### config.mk
export PLATFORM = sky130hd
export DESIGN_NAME = sinc3_decimator
export DESIGN_NICKNAME = d
export VERILOG_FILES = /design/src/rtl/sinc3_pkg.sv /design/src/rtl/sinc3_phase_ctrl.sv /design/src/rtl/sinc3_integrators.sv /design/src/rtl/sinc3_combs.sv /design/src/rtl/sinc3_decimator.sv
export SDC_FILE = /design/constraint.sdc
export NUM_CORES = 1
export LEC_CHECK = 0
export ABC_AREA = 1
export CAP_MARGIN = 20
export CORE_UTILIZATION = 30
export DETAILED_ROUTE_END_ITERATION = 8
export DONT_BUFFER_PORTS = 1
export HOLD_SLACK_MARGIN = 0.03
export PLACE_DENSITY = 0.5
export SKIP_LAST_GASP = 1
export SYNTH_ARGS = -nofsm -noshare
export SYNTH_HDL_FRONTEND = slang
export SYNTH_SLANG_ARGS = --single-unit
### constraint.sdc
create_clock -name clk -period 10.4 [get_ports clk]
set_input_delay 0.52 -clock clk [delete_from_list [all_inputs] [get_ports clk]]
set_output_delay 0.52 -clock clk [all_outputs]
set_load 0.05 [all_outputs]
### src/rtl/sinc3_pkg.sv
// Shared definitions for the dual-rate sinc3 decimator.
// Assumes the filter order is fixed at three throughout the block.
package sinc3_pkg;
    localparam int unsigned FILT_ORDER = 3;

    typedef enum logic {
        RATE_SLOW = 1'b0,
        RATE_FAST = 1'b1
    } rate_e;

    // Accumulator width needed for wrap-safe CIC arithmetic at factor n.
    function automatic int unsigned cic_width(input int unsigned n);
        return FILT_ORDER * $clog2(n) + 2;
    endfunction

    // Right shift that maps n^order onto 2^(out_w-1).
    function automatic int unsigned cic_shift(input int unsigned n, input int unsigned out_w);
        return FILT_ORDER * $clog2(n) - (out_w - 1);
    endfunction
endpackage

### src/rtl/sinc3_phase_ctrl.sv
// Phase and settle control for the decimator.
// It detects a restart or a rate change, which clears the filter. It counts
// samples within each output period and raises tick on the last one. It raises
// emit only on ticks that come after the filter has filled.
// Assumes rate_fast is sampled once per clock like any other input.
module sinc3_phase_ctrl #(
    parameter int unsigned DEC_FAST     = 128,
    parameter int unsigned DEC_SLOW     = 256,
    parameter int unsigned SETTLE_WORDS = 3
) (
    input  logic clk,
    input  logic rst_n,
    input  logic restart,
    input  logic rate_fast,
    output logic clr,
    output logic tick,
    output logic emit
);
    localparam int unsigned CNT_W = $clog2(DEC_SLOW);
    localparam int unsigned SET_W = $clog2(SETTLE_WORDS);
    localparam logic [CNT_W-1:0] LAST_FAST = CNT_W'(DEC_FAST - 1);
    localparam logic [CNT_W-1:0] LAST_SLOW = CNT_W'(DEC_SLOW - 1);
    localparam logic [SET_W-1:0] SET_DONE  = SET_W'(SETTLE_WORDS - 1);

    logic             rate_q;
    logic [CNT_W-1:0] phase;
    logic [CNT_W-1:0] last;
    logic [SET_W-1:0] settle;

    // Remember the rate of the previous cycle so that a change can be detected.
    always_ff @(posedge clk) begin
        rate_q <= rate_fast;
    end

    assign clr  = restart | (rate_fast != rate_q);
    assign last = (rate_fast == sinc3_pkg::RATE_FAST) ? LAST_FAST : LAST_SLOW;
    assign tick = !clr && (phase == last);
    assign emit = tick && (settle == SET_DONE);

    // Count the sample position within the current output period.
    always_ff @(posedge clk) begin
        if (!rst_n || clr || tick) phase <= '0;
        else                       phase <= phase + 1'b1;
    end

    // Count elapsed output periods since the last clear, saturating when settled.
    always_ff @(posedge clk) begin
        if (!rst_n || clr)                  settle <= '0;
        else if (tick && settle != SET_DONE) settle <= settle + 1'b1;
    end

    a_r6_clear_restarts_phase: assert property (@(posedge clk) disable iff (!rst_n)
        clr |=> (phase == '0) && (settle == '0));

    a_r4_phase_within_period: assert property (@(posedge clk) disable iff (!rst_n)
        !clr |-> (phase <= last));
endmodule

### src/rtl/sinc3_integrators.sv
// Integrator chain of the CIC filter. It maps each input bit to +1 or -1
// and feeds it through ORDER wrapping accumulators. It exports the value the
// last stage will take after the current sample, so the combs see that
// sample without an extra cycle of latency.
// Assumes ORDER >= 2 and that wraparound is harmless because the combs
// difference the results in the same modulus.
module sinc3_integrators #(
    parameter int unsigned ACC_W = 26,
    parameter int unsigned ORDER = 3
) (
    input  logic             clk,
    input  logic             rst_n,
    input  logic             clr,
    input  logic             bit_in,
    output logic [ACC_W-1:0] acc_next
);
    logic [ACC_W-1:0] x_val;

    assign x_val = bit_in ? ACC_W'(1) : '1;

    for (genvar g = 0; g < ORDER; g++) begin : g_stage
        logic [ACC_W-1:0] q;
        logic [ACC_W-1:0] addend;
        if (g == 0) begin : g_first
            assign addend = x_val;
        end else begin : g_next
            assign addend = g_stage[g-1].q;
        end

        // Accumulate the previous stage (or the mapped input) every sample.
        always_ff @(posedge clk) begin
            if (!rst_n || clr) q <= '0;
            else               q <= q + addend;
        end

        a_r6_integrator_cleared: assert property (@(posedge clk) disable iff (!rst_n)
            clr |=> (q == '0));
    end

    assign acc_next = g_stage[ORDER-1].q + g_stage[ORDER-2].q;
endmodule

### src/rtl/sinc3_combs.sv
// Comb chain and output stage of the CIC filter. On each tick it differences
// the integrator value against the one from the previous tick, ORDER times.
// It then shifts the result by the amount for the current rate, saturates it
// to OUT_W bits and, when emit is set, registers it with a one-cycle strobe.
// Assumes tick never coincides with clr, and that BOUND is the largest
// decimation factor raised to the power ORDER.
module sinc3_combs #(
    parameter int unsigned ACC_W    = 26,
    parameter int unsigned ORDER    = 3,
    parameter int unsigned OUT_W    = 16,
    parameter int unsigned SH_FAST  = 6,
    parameter int unsigned SH_SLOW  = 9,
    parameter int unsigned BOUND    = 16777216
) (
    input  logic             clk,
    input  logic             rst_n,
    input  logic             clr,
    input  logic             tick,
    input  logic             emit,
    input  logic             rate_fast,
    input  logic [ACC_W-1:0] acc_in,
    output logic [OUT_W-1:0] word_out,
    output logic             word_valid
);
    localparam logic signed [ACC_W-1:0] SAT_HI = ACC_W'((2 ** (OUT_W - 1)) - 1);
    localparam logic signed [ACC_W-1:0] SAT_LO = -ACC_W'(2 ** (OUT_W - 1));
    localparam logic signed [ACC_W-1:0] B_POS  = ACC_W'(BOUND);

    logic signed [ACC_W-1:0] shifted;
    logic        [OUT_W-1:0] clipped;
    logic        [ACC_W-1:0] full;

    for (genvar g = 0; g < ORDER; g++) begin : g_comb
        logic [ACC_W-1:0] dly;
        logic [ACC_W-1:0] src;
        logic [ACC_W-1:0] diff;
        if (g == 0) begin : g_first
            assign src = acc_in;
        end else begin : g_next
            assign src = g_comb[g-1].diff;
        end
        assign diff = src - dly;

        // Keep this stage's input from the previous output period.
        always_ff @(posedge clk) begin
            if (!rst_n || clr) dly <= '0;
            else if (tick)     dly <= src;
        end
    end

    assign full    = g_comb[ORDER-1].diff;
    assign shifted = $signed(full) >>> (rate_fast ? SH_FAST : SH_SLOW);

    // Limit the scaled result to the output word range.
    always_comb begin
        if (shifted > SAT_HI)      clipped = SAT_HI[OUT_W-1:0];
        else if (shifted < SAT_LO) clipped = SAT_LO[OUT_W-1:0];
        else                       clipped = shifted[OUT_W-1:0];
    end

    // Register a settled word together with its strobe.
    always_ff @(posedge clk) begin
        if (!rst_n) begin
            word_out   <= '0;
            word_valid <= 1'b0;
        end else begin
            word_valid <= emit;
            if (emit) word_out <= clipped;
        end
    end

    a_r2_settled_sum_bounded: assert property (@(posedge clk) disable iff (!rst_n)
        emit |-> ($signed(full) <= B_POS) && ($signed(full) >= -B_POS));

    a_r3_strobe_single_cycle: assert property (@(posedge clk) disable iff (!rst_n)
        word_valid |=> !word_valid);

    a_r3_word_held: assert property (@(posedge clk) disable iff (!rst_n)
        !word_valid |-> $stable(word_out));

    a_r7_clear_blanks_strobe: assert property (@(posedge clk) disable iff (!rst_n)
        clr |=> !word_valid);
endmodule

### src/rtl/sinc3_decimator.sv
// Dual-rate third-order sinc decimator. It converts a delta-sigma bit stream
// into signed OUT_W-bit words, decimating by DEC_FAST or DEC_SLOW as
// rate_fast selects. It withholds words until SETTLE_WORDS output periods
// have passed since the last reset, restart or rate change.
// Assumes DEC_SLOW = 2*DEC_FAST and both are powers of two.
module sinc3_decimator #(
    parameter int unsigned DEC_FAST     = 128,
    parameter int unsigned DEC_SLOW     = 256,
    parameter int unsigned OUT_W        = 16,
    parameter int unsigned SETTLE_WORDS = 3
) (
    input  logic             clk,
    input  logic             rst_n,
    input  logic             restart,
    input  logic             rate_fast,
    input  logic             bit_in,
    output logic [OUT_W-1:0] word_out,
    output logic             word_valid
);
    localparam int unsigned ORDER   = sinc3_pkg::FILT_ORDER;
    localparam int unsigned ACC_W   = sinc3_pkg::cic_width(DEC_SLOW);
    localparam int unsigned SH_FAST = sinc3_pkg::cic_shift(DEC_FAST, OUT_W);
    localparam int unsigned SH_SLOW = sinc3_pkg::cic_shift(DEC_SLOW, OUT_W);
    localparam int unsigned BOUND   = DEC_SLOW ** ORDER;

    logic             clr;
    logic             tick;
    logic             emit;
    logic [ACC_W-1:0] acc_next;

    sinc3_phase_ctrl #(
        .DEC_FAST     (DEC_FAST),
        .DEC_SLOW     (DEC_SLOW),
        .SETTLE_WORDS (SETTLE_WORDS)
    ) u_ctrl (
        .clk       (clk),
        .rst_n     (rst_n),
        .restart   (restart),
        .rate_fast (rate_fast),
        .clr       (clr),
        .tick      (tick),
        .emit      (emit)
    );

    sinc3_integrators #(
        .ACC_W (ACC_W),
        .ORDER (ORDER)
    ) u_integ (
        .clk      (clk),
        .rst_n    (rst_n),
        .clr      (clr),
        .bit_in   (bit_in),
        .acc_next (acc_next)
    );

    sinc3_combs #(
        .ACC_W   (ACC_W),
        .ORDER   (ORDER),
        .OUT_W   (OUT_W),
        .SH_FAST (SH_FAST),
        .SH_SLOW (SH_SLOW),
        .BOUND   (BOUND)
    ) u_combs (
        .clk        (clk),
        .rst_n      (rst_n),
        .clr        (clr),
        .tick       (tick),
        .emit       (emit),
        .rate_fast  (rate_fast),
        .acc_in     (acc_next),
        .word_out   (word_out),
        .word_valid (word_valid)
    );
endmodule

==> results of run 1 <==
worst max-delay path: cells and delay by family, from the launching register on:
| kind | cells | cell delay [ps] |
|---|---|---|
| AOI/OAI and AO/OA | 13 | 2250 |
| xor gates and xnor gates | 3 | 580 |
| adders and majority gates | 5 | 1700 |
| buffers and inverters | 1 | 40 |
| DFF | 1 | 320 |
| and+or+nand+nor | 20 | 2560 |
flip-flops by register name, indices dropped and copies added (netlist names):
| name | count |
|---|---|
| u_combs.word_out | 16 |
| u_ctrl.rate_q | 1 |
| u_ctrl.settle | 2 |
| u_combs.word_valid | 1 |
| u_integ.g_stage.q | 78 |
| u_combs.g_comb.dly | 78 |
| u_ctrl.phase | 8 |
how the worst max path moves through the flow:
stage / startpoint / to / slack, ps / depth (start not counted)
final: u_integ.g_stage[1].q[0]$_SDFF_PP0_ / u_combs.word_out[2]$_SDFFE_PN0P_ / 2840 / 42
after global routing: u_integ.g_stage[1].q[0]$_SDFF_PP0_ / u_combs.word_out[2]$_SDFFE_PN0P_ / 2150 / 42
after CTS: u_integ.g_stage[1].q[0]$_SDFF_PP0_ / u_combs.word_out[12]$_SDFFE_PN0P_ / 2780 / 42
after detailed placement: u_integ.g_stage[1].q[0]$_SDFF_PP0_ / u_combs.word_out[2]$_SDFFE_PN0P_ / 2810 / 42
after global placement: u_integ.g_stage[1].q[0]$_SDFF_PP0_ / u_combs.word_out[0]$_SDFFE_PN0P_ / 2840 / 42
after floorplan: u_integ.g_stage[1].q[0]$_SDFF_PP0_ / u_combs.word_out[14]$_SDFFE_PN0P_ / 4310 / 42
layout make-up:
class | count | area (um2)
Sequential cell | 184 | 3680
Inverter | 262 | 983
Multi-Input combinational cell | 1316 | 7980
Tap cell | 539 | 674
Timing Repair Buffer | 5 | 57.6
Clock buffer | 17 | 425
Fill cell | 4557 | 28100
Clock inverter | 15 | 161
per-layer routing:
layer  up-vias  track usage [%]
met2       106             24.8
met3        40             2.49
met1      4995             17.6
met4         0             4.83
li1       5991                -
met5         -                0
synth_stat cells (all sizes together):
master	count
clkbuf	18
fa	5
o221ai	6
buf	10
o21ai	154
dlygate4sd1	1
a31oi	17
o211a	1
dlygate4sd3	1
nor3	11
o21bai	14
nor4	4
a211oi	1
o311ai	1
a221oi	2
nand2	368
a21o	15
xor2	59
a31o	4
o21a	17
o22ai	27
o21ba	1
nand3	75
a21boi	3
ha	150
a22oi	1
nand4	16
o211ai	2
nor2	114
a21oi	212
o31ai	1
inv	260
nor3b	3
xnor2	23
mux2i	1
dfxtp	184
clkinv	2
nand3b	3
or2	5
power breakdown:
part	internal, mW	total (mW)	switching, mW
clock network	0.340	0.666	0.326
registers	0.711	0.715	0.00494
logic	0.428	1.21	0.777
total	1.48	2.59	1.11
cell families after synthesis:
family,count (synthesis)
compound gates,479
xor+xnor,82
flops,184
mux,1
fa+ha+maj,155
simple gates,599
buf+inv,292
metrics by stage:
| step | utilization [%] | hold slack, ps | cell area, um2 |
|---|---|---|---|
| 6_report | 33.2 | 94.4 | 14000 |
| 4_1_cts | 33.2 | 64.6 | 13900 |
| 5_1_grt | 33.2 | 66.0 | 14000 |
| 3_5_place_dp | 31.8 | 445 | 13400 |
| 3_3_place_gp | 31.8 | 435 | 13400 |
| 2_1_floorplan | - | 418 | 12800 |
==> qor.csv, run 1 <==
stage;metric;value;unit
cts;H-tree levels;4;
cts;clk buf depth;2;
yosys;Simple-Gate Fraction of Synth Area;20.0;%
cts;CTS tree;yes;
global_route;total global-route track usage;14.3;%
drt;DRC Markers;0;
yosys;post-synthesis sequential area ratio;28.8;%
critical_path;slowest stage cell, crit path;ha_1;
yosys;Synth Area in Adders;15.5;%
finish;P&R area growth vs syn;9.16;%
finish;antenna diode count;0;
die;Row Count;75;
yosys;Post-Syn Nets;1952;
yosys;post-synthesis mux area share;0.0782;%
critical_path;crit path DAT;7920;ps
die;Core Footprint;42000;um2
sta;Total Neg Setup Slack;0;ps
finish;Final Non-Filler Cells;2338;
critical_path;Critical Path Sink Type;flip-flop;
cts;post-cts hold buffer count;0;
placement;DP HPWL;23.1;mm
global_route;largest net degree at the start of global routing;82;
yosys;largest cells by area after synthesis;dfxtp_1 29%, ha_1 15%, nand2_1 10%;
placement;Setup WS pre-CTS;2810;ps
yosys;Synth warnings;0;
die;Die W;209;um
cts;Setup Buffers After CTS;0;
drt;initial drt markers;514;
power;Power Total;2.59;mW
drt;routed length on met3;706;um
finish;most frequent cells in the layout;348 x nand2_1, 254 x inv_1, 197 x a21oi_1, 184 x dfxtp_1, 150 x ha_1;
sta;setup violators final;0;
sta;Max Freq;132;MHz
die;Die ar.;43500;um2
job;max_cap viols;0;
die;Initial Utilization;30.4;%
sta;worst setup margin;2840;ps
min_path;Hold EP;u_ctrl.rate_q$_DFF_P_;
yosys;Avg Inst Size Synth;7.14;um2
critical_path;critical path class;reg2reg;
placement;number of buffers added on ports;0;
run_status;status;completed;
power;maximum VDD drop;0.101;mV
sta;Final Hold Viols;0;
cts;CTS sink count;184;
sta;Slew Limit Fails;0;
critical_path;FF-to-FF setup slack;2840;ps
global_route;vias in the first global route;11084;
critical_path;CP Launch Type;flip-flop;
yosys;#FFs+latches synth;184;
drt;Top Metal Used;met4;
yosys;largest family of logic cells by synthesized area;compound AO/OA/AOI/OAI gates;
min_path;hold depth;0;
cts;CTS clk-pin slew, worst paths;70;ps
sta;RSZ-0062 raised after global routing;false;
die;IO Pins;22;
yosys;Yosys top cell area share;28.8;%
power;leakage;6.36;nW
drt;DR WL/cell;12.8;um
placement;RD Place Congestion;0.829;
drt;DR pass1 iterations;4;
placement;placed insts;2305;
critical_path;Worst EP required;10760;ps
sta;Period minus WS final;7560;ps
cts;worst skew pair latency;460;ps
drt;M1 wire length;14.5;mm
yosys;synthesized area;12800;um2
yosys;XOR/XNOR Fraction of Synth Area;5.61;%
critical_path;reg2reg start;u_integ.g_stage[1].q[0]$_SDFF_PP0_;
sta;Clock Skew;15.1;ps
drt;routed via count;11132;
cts;Post-CTS Resized;0;
yosys;Syn Inst Count;1792;
sta;final worst path period share;72.7;%
min_path;min-delay src;rate_fast;
cts;clk root buf;clkbuf_16;
die;die height;209;um
global_route;first-pass GRT wire length;51.4;mm
drt;Post-Route WL;29.8;mm
sta;max_slew headroom;33.5;%
yosys;Synth Area in Compound Gates;21.2;%
critical_path;CP peak stage delay;400;ps
finish;most common cell after layout, fill and taps aside;nand2_1;
min_path;Hold Path Class;in2reg;
drt;met2 wire length;14.0;mm
critical_path;cell mode on critical path;nand2_1;
drt;Post-DRT Antenna Nets;0;
cts;cts bufs inserted;17;
yosys;cell accounting for the most synthesized area;dfxtp_1;
global_route;initial antenna violation count;0;
drt;via/cell ratio;4.76;
global_route;GRT Residual Overflow;0;
critical_path;Worst R2R End;u_combs.word_out[2]$_SDFFE_PN0P_;
yosys;Yosys cell types;54;
power;PwrDens;185;nW/um2
finish;share of layout cells above drive strength 1;5.89;%
sta;Worst-Margin Slew;998;ps
finish;fin nets;1946;
critical_path;Crit Path Max Fanout;15;
critical_path;R2R depth;42;
(Power assumes the default switching activity.)
==> run 2, diff against run 1 <==
ABC_AREA = 0   (was 1)
clock period = 7.2 ns   (was 10.4 ns; I/O delays follow)
==> qor.csv, run 2 <==
stage;metric;value;unit;change
yosys;Post-Syn Nets;1787;;-8.5%
critical_path;reg2reg start;u_integ.g_stage[1].q[0]$_SDFF_PP0_;;
drt;DR WL/cell;12.5;um;-2.2%
sta;Slew Limit Fails;0;;unchanged
sta;final worst path period share;100;%;+28 points
power;maximum VDD drop;0.329;mV;+220%
power;switching pwr;1.67;mW;+51%
yosys;Yosys cell types;76;;+41%
critical_path;cell mode on critical path;a21oi_2;;
critical_path;Crit Path Max Fanout;6;;-9
sta;Final Hold Viols;0;;unchanged
power;Clock Power Share;20.4;%;-5.4 points
power;PwrDens;299;nW/um2;+61%
critical_path;FF-to-FF setup slack;-20;ps;-2870 ps
critical_path;Worst R2R End;u_combs.word_out[13]$_SDFFE_PN0P_;;
yosys;synth cell count leaders;190 x nand2_1, 184 x dfxtp_1, 172 x a21oi_1;;
critical_path;R2R depth;38;;-9.5%
min_path;min-delay src;rst_n;;
sta;setup violators final;6;;+6
power;Internal Power;2.93;mW;+98%
sta;Max Freq;138;MHz;+4.6%
finish;Final Non-Filler Cells;2283;;-2.4%
finish;fillers;4319;;-5.2%
run_status;failing checks;setup timing;;
cts;clk root buf;clkbuf_16;;
power;Comb power frac;57.1;%;+11 points
placement;Placed Instance Area;14200;um2;+6.5%
power;leakage;6.49;nW;+2.1%
die;Row Count;75;;unchanged
critical_path;crit path DAT;7600;ps;-320 ps
cts;CTS clk-pin slew, worst paths;70;ps;about the same
die;Die W;209;um;+0.31%
power;sw frac;36.4;%;-6.5 points
global_route;vias in the first global route;10750;;-3.0%
yosys;Post-synth ARST share;0;%;unchanged
die;IO Pins;22;;unchanged
sta;max_slew headroom;38.3;%;+4.8 points
die;Die ar.;43700;um2;+0.62%
placement;placed insts;2231;;-3.2%
drt;via/cell ratio;4.77;;+0.16%
critical_path;slowest stage cell, crit path;or4_4;;
finish;final core utilization;36.5;%;+3.3 points
drt;DR pass1 iterations;4;;unchanged
min_path;Hold EP;u_combs.word_out[11]$_SDFFE_PN0P_;;
yosys;Syn Inst Count;1627;;-9.2%
cts;clk buf depth;2;;unchanged
yosys;most frequent cell after synthesis;nand2_1;;
power;Reg power frac;22.5;%;-5.2 points
finish;share of layout cells above drive strength 1;15.1;%;+9.2 points
global_route;total global-route track usage;13.4;%;-0.83 points
drt;routed via count;10888;;-2.2%
die;die height;209;um;+0.31%
placement;Setup WS pre-CTS;-338;ps;-3150 ps
finish;Top Registers;u_combs.g_comb.dly: 78 flops, u_integ.g_stage.q: 78 flops, u_combs.word_out: 16 flops;;
cts;H-tree levels;4;;unchanged
global_route;first-pass GRT wire length;49.2;mm;-4.3%
sta;Clock Skew;13.5;ps;-1.61 ps
finish;fin nets;1892;;-2.8%
yosys;Main synth FF type;dfxtp_1;;
finish;most frequent cells in the layout;190 x nand2_1, 182 x dfxtp_1, 152 x nor2_1, 146 x ha_1, 145 x a21oi_1;;
yosys;number of synthesized flops with an enable pin;0;;unchanged
drt;Post-Route WL;28.5;mm;-4.5%
cts;CTS sink count;184;;unchanged
cts;cts bufs inserted;17;;unchanged
cts;worst skew pair latency;450;ps;about the same
drt;initial drt markers;329;;-36%
global_route;GRT Residual Overflow;0;;unchanged
placement;RD Place Congestion;0.842;;+1.6%
yosys;Avg Inst Size Synth;7.91;um2;+11%
critical_path;critical path class;reg2reg;;
sta;Worst-Margin Slew;903;ps;-95.4 ps
yosys;cell accounting for the most synthesized area;dfxtp_1;;
yosys;Synth warnings;0;;unchanged
placement;number of buffers added on ports;0;;unchanged
sta;worst setup margin;-22.5;ps;-2870 ps
job;max_cap viols;0;;unchanged
sta;RSZ-0062 raised after global routing;true;;
run_status;status;finished with violations;;
sta;Total Neg Setup Slack;-57.6;ps;-57.6 ps
finish;most common cell after layout, fill and taps aside;nand2_1;;
die;Core Footprint;42100;um2;+0.22%
finish;P&R area growth vs syn;19.4;%;
global_route;largest net degree at the start of global routing;82;;unchanged
finish;Design Area, Final;15400;um2;+10%
drt;Post-DRT Antenna Nets;0;;unchanged
critical_path;Critical Path Sink Type;flip-flop;;
sta;Period minus WS final;7220;ps;-334 ps
die;Initial Utilization;30.6;%;+0.12 points
min_path;hold depth;2;;+2
global_route;initial antenna violation count;0;;unchanged
cts;CTS tree;yes;;
critical_path;CP peak stage delay;550;ps;+150 ps
placement;DP HPWL;20.7;mm;-10%
yosys;Yosys top cell area share;28.6;%;-0.18 points
drt;DRC Markers;0;;unchanged
sta;WHS;57.0;ps;-37.4 ps
power;Power Total;4.60;mW;+78%
yosys;#FFs+latches synth;184;;unchanged
critical_path;CP Launch Type;flip-flop;;
critical_path;Worst EP required;7570;ps;-3190 ps
yosys;post-synthesis sequential area ratio;28.6;%;-0.18 points
yosys;largest cells by area after synthesis;dfxtp_1 29%, ha_1 15%, a21oi_1 6.7%;;
finish;antenna diode count;0;;unchanged
yosys;synthesized area;12900;um2;+0.63%
min_path;Hold Path Class;in2reg;;
run 2: changes by cell type in the layout (fill, tap and decap cells not counted), sizes merged, moves of 20 or more:
cell and change:
nand2 -177, inv -142, buf +123, o21ai -74, xnor2 +63, a21o +54
nand3 -50, nor2 +41, a21oi -40, and2 +32, a211oi +29, o22ai -25
nand2b +20, nor3 +20
run 2: area by class of cell:
| cell class | instances | area, um2 | share of cell area [%] |
|---|---|---|---|
| Inverter | 122 | 458 | 2.98 |
| Clock buffer | 19 | 453 | 2.95 |
| Multi-Input combinational cell | 1278 | 8960 | 58.3 |
| Timing Repair Buffer | 129 | 1020 | 6.64 |
| Tap cell | 539 | 674 | 4.39 |
| Clock inverter | 12 | 119 | 0.773 |
| Sequential cell | 184 | 3690 | 24.0 |
run 2: power by group through the flow:
| stage | sequential [mW] | clock, mW | combinational [mW] |
|---|---|---|---|
| global route | 1.03 | 1.01 | 2.88 |
| finish | 1.03 | 0.937 | 2.63 |
| floorplan | 1.05 | 0 | 1.47 |
| detailed placement | 1.06 | 0 | 2.14 |
| global placement | 1.06 | 0 | 2.14 |
| CTS | 1.03 | 0.973 | 2.49 |
run 2: worst max-delay path: cells and delay by family, from the launching register on:
family	cells	cell delay [ps]
buf+inv	5	730
flops	1	340
fa+ha+maj	5	1410
simple gates	4	880
xor+xnor	3	450
compound gates	21	3330
run 2: how the worst max path moves through the flow:
| stage | start | to | depth (start not counted) |
|---|---|---|---|
| 2_1_floorplan | u_integ.g_stage[1].q[0]$_SDFF_PP0_ | u_combs.word_out[10]$_SDFFE_PN0P_ | 39 |
| 3_5_place_dp | u_integ.g_stage[2].q[0]$_SDFF_PP0_ | u_combs.word_out[6]$_SDFFE_PN0P_ | 34 |
| 6_report | u_integ.g_stage[1].q[0]$_SDFF_PP0_ | u_combs.word_out[13]$_SDFFE_PN0P_ | 38 |
| 3_3_place_gp | u_integ.g_stage[2].q[0]$_SDFF_PP0_ | u_combs.word_out[13]$_SDFFE_PN0P_ | 38 |
| 4_1_cts | u_integ.g_stage[1].q[0]$_SDFF_PP0_ | u_combs.word_out[1]$_SDFFE_PN0P_ | 39 |
| 5_1_grt | u_integ.g_stage[1].q[0]$_SDFF_PP0_ | u_combs.word_out[1]$_SDFFE_PN0P_ | 39 |
run 2: what timing repair did:
| action | 4_1_cts | 5_1_grt |
|---|---|---|
| buffers inserted | 12 | 7 |
| gates resized for setup | 35 | 55 |
| endpoints found under the setup margin | 16 | 16 |
| hold endpoints to repair | 1 | 0 |
| cloned | 1 | 0 |
| hold buffers | 1 | 0 |
| pin swaps | 40 | 61 |
run 2: cells by family after synthesis:
logic type | synth area share, %
flops | 28.6
mux | 0.836
buf+inv | 4.89
compound gates | 22.6
fa+ha+maj | 15.4
simple gates | 18.6
xor+xnor | 9.08
run 2: metal layers:
| layer | routed length (um) | up-vias | global-route usage (%) |
|---|---|---|---|
| li1 | - | 5872 | - |
| met1 | 14400 | 4923 | 17.1 |
| met2 | 13200 | 61 | 23.1 |
| met3 | 486 | 32 | 2.25 |
| met4 | 416 | 0 | 3.90 |
| met5 | 0 | - | 0 |
==> run 3, diff against run 2 <==
BUFFER_PORTS_ARGS = -buffer_cell sky130_fd_sc_hd__buf_4   (was unset)
DONT_BUFFER_PORTS = unset   (was 1)
GPL_TIMING_DRIVEN = 0   (was unset)
MAX_ROUTING_LAYER = met4   (was unset)
==> qor.csv, run 3 (synthesis results as in run 2) <==
stage;metric;value;unit;change
critical_path;cell mode on critical path;buf_4;;
global_route;vias in the first global route;10555;;-1.8%
cts;post-cts hold buffer count;0;;-1
power;maximum VDD drop;0.220;mV;-33%
min_path;Hold Path Class;in2reg;;
cts;CTS clk-pin slew, worst paths;70;ps;about the same
sta;Period minus WS final;7490;ps;+271 ps
finish;most frequent cells in the layout;190 x nand2_1, 183 x dfxtp_1, 151 x nor2_1, 149 x a21oi_1, 143 x ha_1;;
die;Initial Utilization;30.6;%;unchanged
critical_path;crit path DAT;7890;ps;+290 ps
finish;antenna diode count;0;;unchanged
finish;Top Registers;u_combs.g_comb.dly: 78 flops, u_integ.g_stage.q: 78 flops, u_combs.word_out: 16 flops;;
critical_path;slowest stage cell, crit path;xnor3_2;;
sta;worst setup margin;-293;ps;-271 ps
cts;clk buf depth;2;;unchanged
power;leakage;6.35;nW;-2.2%
cts;clk root buf;clkbuf_16;;
cts;CTS tree;yes;;
sta;Clock Skew;14.6;ps;+1.05 ps
drt;routed via count;10941;;+0.49%
power;PwrDens;288;nW/um2;-3.8%
sta;setup violators final;15;;+9
die;Core Footprint;42100;um2;unchanged
global_route;first-pass GRT wire length;52.8;mm;+7.1%
global_route;initial antenna violation count;1;;+1
die;die height;209;um;unchanged
placement;RD Place Congestion;0.825;;-2.1%
drt;DR pass1 iterations;5;;+1
cts;CTS sink count;184;;unchanged
finish;share of layout cells above drive strength 1;12.9;%;-2.2 points
critical_path;critical path class;reg2reg;;
critical_path;Crit Path Max Fanout;5;;-1
sta;Slew Limit Fails;0;;unchanged
critical_path;CP Launch Type;flip-flop;;
global_route;largest net degree at the start of global routing;26;;-68%
die;Die ar.;43700;um2;unchanged
drt;Post-DRT Antenna Nets;0;;unchanged
finish;P&R area growth vs syn;18.8;%;
sta;Max Freq;133;MHz;-3.6%
drt;DRC Markers;0;;unchanged
finish;fin nets;1890;;-0.11%
sta;RSZ-0062 raised after global routing;true;;
critical_path;Critical Path Sink Type;flip-flop;;
finish;final core utilization;36.3;%;-0.19 points
finish;Final Non-Filler Cells;2282;;-0.044%
drt;via/cell ratio;4.79;;+0.53%
sta;final worst path period share;104;%;+3.8 points
placement;placed insts;2186;;-2.0%
critical_path;Worst EP required;7590;ps;+20 ps
placement;DP HPWL;24.0;mm;+16%
drt;Post-Route WL;31.9;mm;+12%
sta;Worst-Margin Slew;1060;ps;+159 ps
placement;Setup WS pre-CTS;-1170;ps;-828 ps
job;max_cap viols;0;;unchanged
sta;WHS;54.2;ps;-2.77 ps
placement;number of buffers added on ports;20;;+20
run_status;failing checks;setup timing;;
die;Die W;209;um;unchanged
die;Row Count;75;;unchanged
sta;max_slew headroom;29.2;%;-9.1 points
run_status;status;finished with violations;;
sta;Final Hold Viols;0;;unchanged
cts;H-tree levels;4;;unchanged
global_route;total global-route track usage;15.4;%;+1.9 points
drt;initial drt markers;368;;+12%
die;IO Pins;22;;unchanged
cts;worst skew pair latency;460;ps;about the same
finish;most common cell after layout, fill and taps aside;nand2_1;;
cts;cts bufs inserted;17;;unchanged
critical_path;CP peak stage delay;500;ps;-50 ps
global_route;GRT Residual Overflow;0;;unchanged
drt;DR WL/cell;14.0;um;+12%
run 3: cell types whose count changed in the layout (fill, tap and decap cells not counted), moves of 3 or more:
cell | previous run | this run
clkinvlp_4 | 5 | 2
xnor2_1 | 74 | 78
buf_6 | 1 | 5
a21oi_2 | 24 | 19
xnor2_2 | 12 | 8
buf_4 | 124 | 80
buf_1 | 0 | 3
o21ai_1 | 16 | 11
a21oi_1 | 145 | 149
ha_1 | 146 | 143
clkbuf_1 | 0 | 38
o21ai_2 | 5 | 9
run 3: path summary, 6_finish.rpt:
check                                     startpoint                          endpoint  slack (ps)  cells past startpoint
setup / recovery  u_integ.g_stage[1].q[0]$_SDFF_PP0_  u_combs.word_out[2]$_SDFFE_PN0P_        -290                     42
hold / removal                             rate_fast             u_ctrl.rate_q$_DFF_P_          50                      1
setup reg to reg  u_integ.g_stage[1].q[0]$_SDFF_PP0_  u_combs.word_out[2]$_SDFFE_PN0P_        -290                     42
hold reg to reg     u_combs.word_out[1]$_SDFFE_PN0P_  u_combs.word_out[1]$_SDFFE_PN0P_         450                      2
run 3: layout make-up:
| type | count | area, um2 |
|---|---|---|
| multi-input cells | 1278 | 9060 |
| well taps | 539 | 674 |
| clock inverters | 13 | 146 |
| fillers | 4386 | 26800 |
| clock buffers | 19 | 433 |
| plain buffers | 42 | 168 |
| flip-flops and latches | 184 | 3680 |
| inverters | 122 | 458 |
| repair buffers | 85 | 666 |
run 3: worst max-delay path, delay by kind of cell, from the launching register on:
kind	cells	cell delay, ps
xor+xnor	3	780
simple gates	3	420
mux	1	180
fa+ha+maj	4	1140
flops	1	340
compound gates	18	2860
buf+inv	13	1720
run 3: metal layers:
layer  GRT usage, %  part of all wire, %  vias to the layer above  wire, um
met1           19.1                   50                     4979     15900
met2           26.1                   48                       72     15200
met3           2.24                  1.6                       20       525
li1               -                    -                     5870         -
met5              -                    0                        -         0
met4           3.63                  1.1                        0       353
run 3: per-stage QoR:
step                      TNS [ps]  total power, mW  cell area [um2]
final                        -4000             4.40            15300
after detailed placement    -16290             2.87            13700
after global routing         -9210             4.70            15300
after CTS                    -4160             4.30            15000
after global placement      -14940             2.87            13700
after floorplan                  0             2.52            12900
run 3: repair_timing:
action / in CTS / in global routing
setup endpoints to repair: 16 / 17
buffers inserted: 50 / 16
pin swaps: 47 / 65
cloned: 1 / 0
gates resized for setup: 64 / 44
run 3: where the power goes:
part	switching [mW]	total [mW]	internal [mW]	leakage [nW]
registers	0.00749	1.03	1.03	1.48
clock network	0.451	0.966	0.516	0.278
logic	1.25	2.40	1.15	4.58
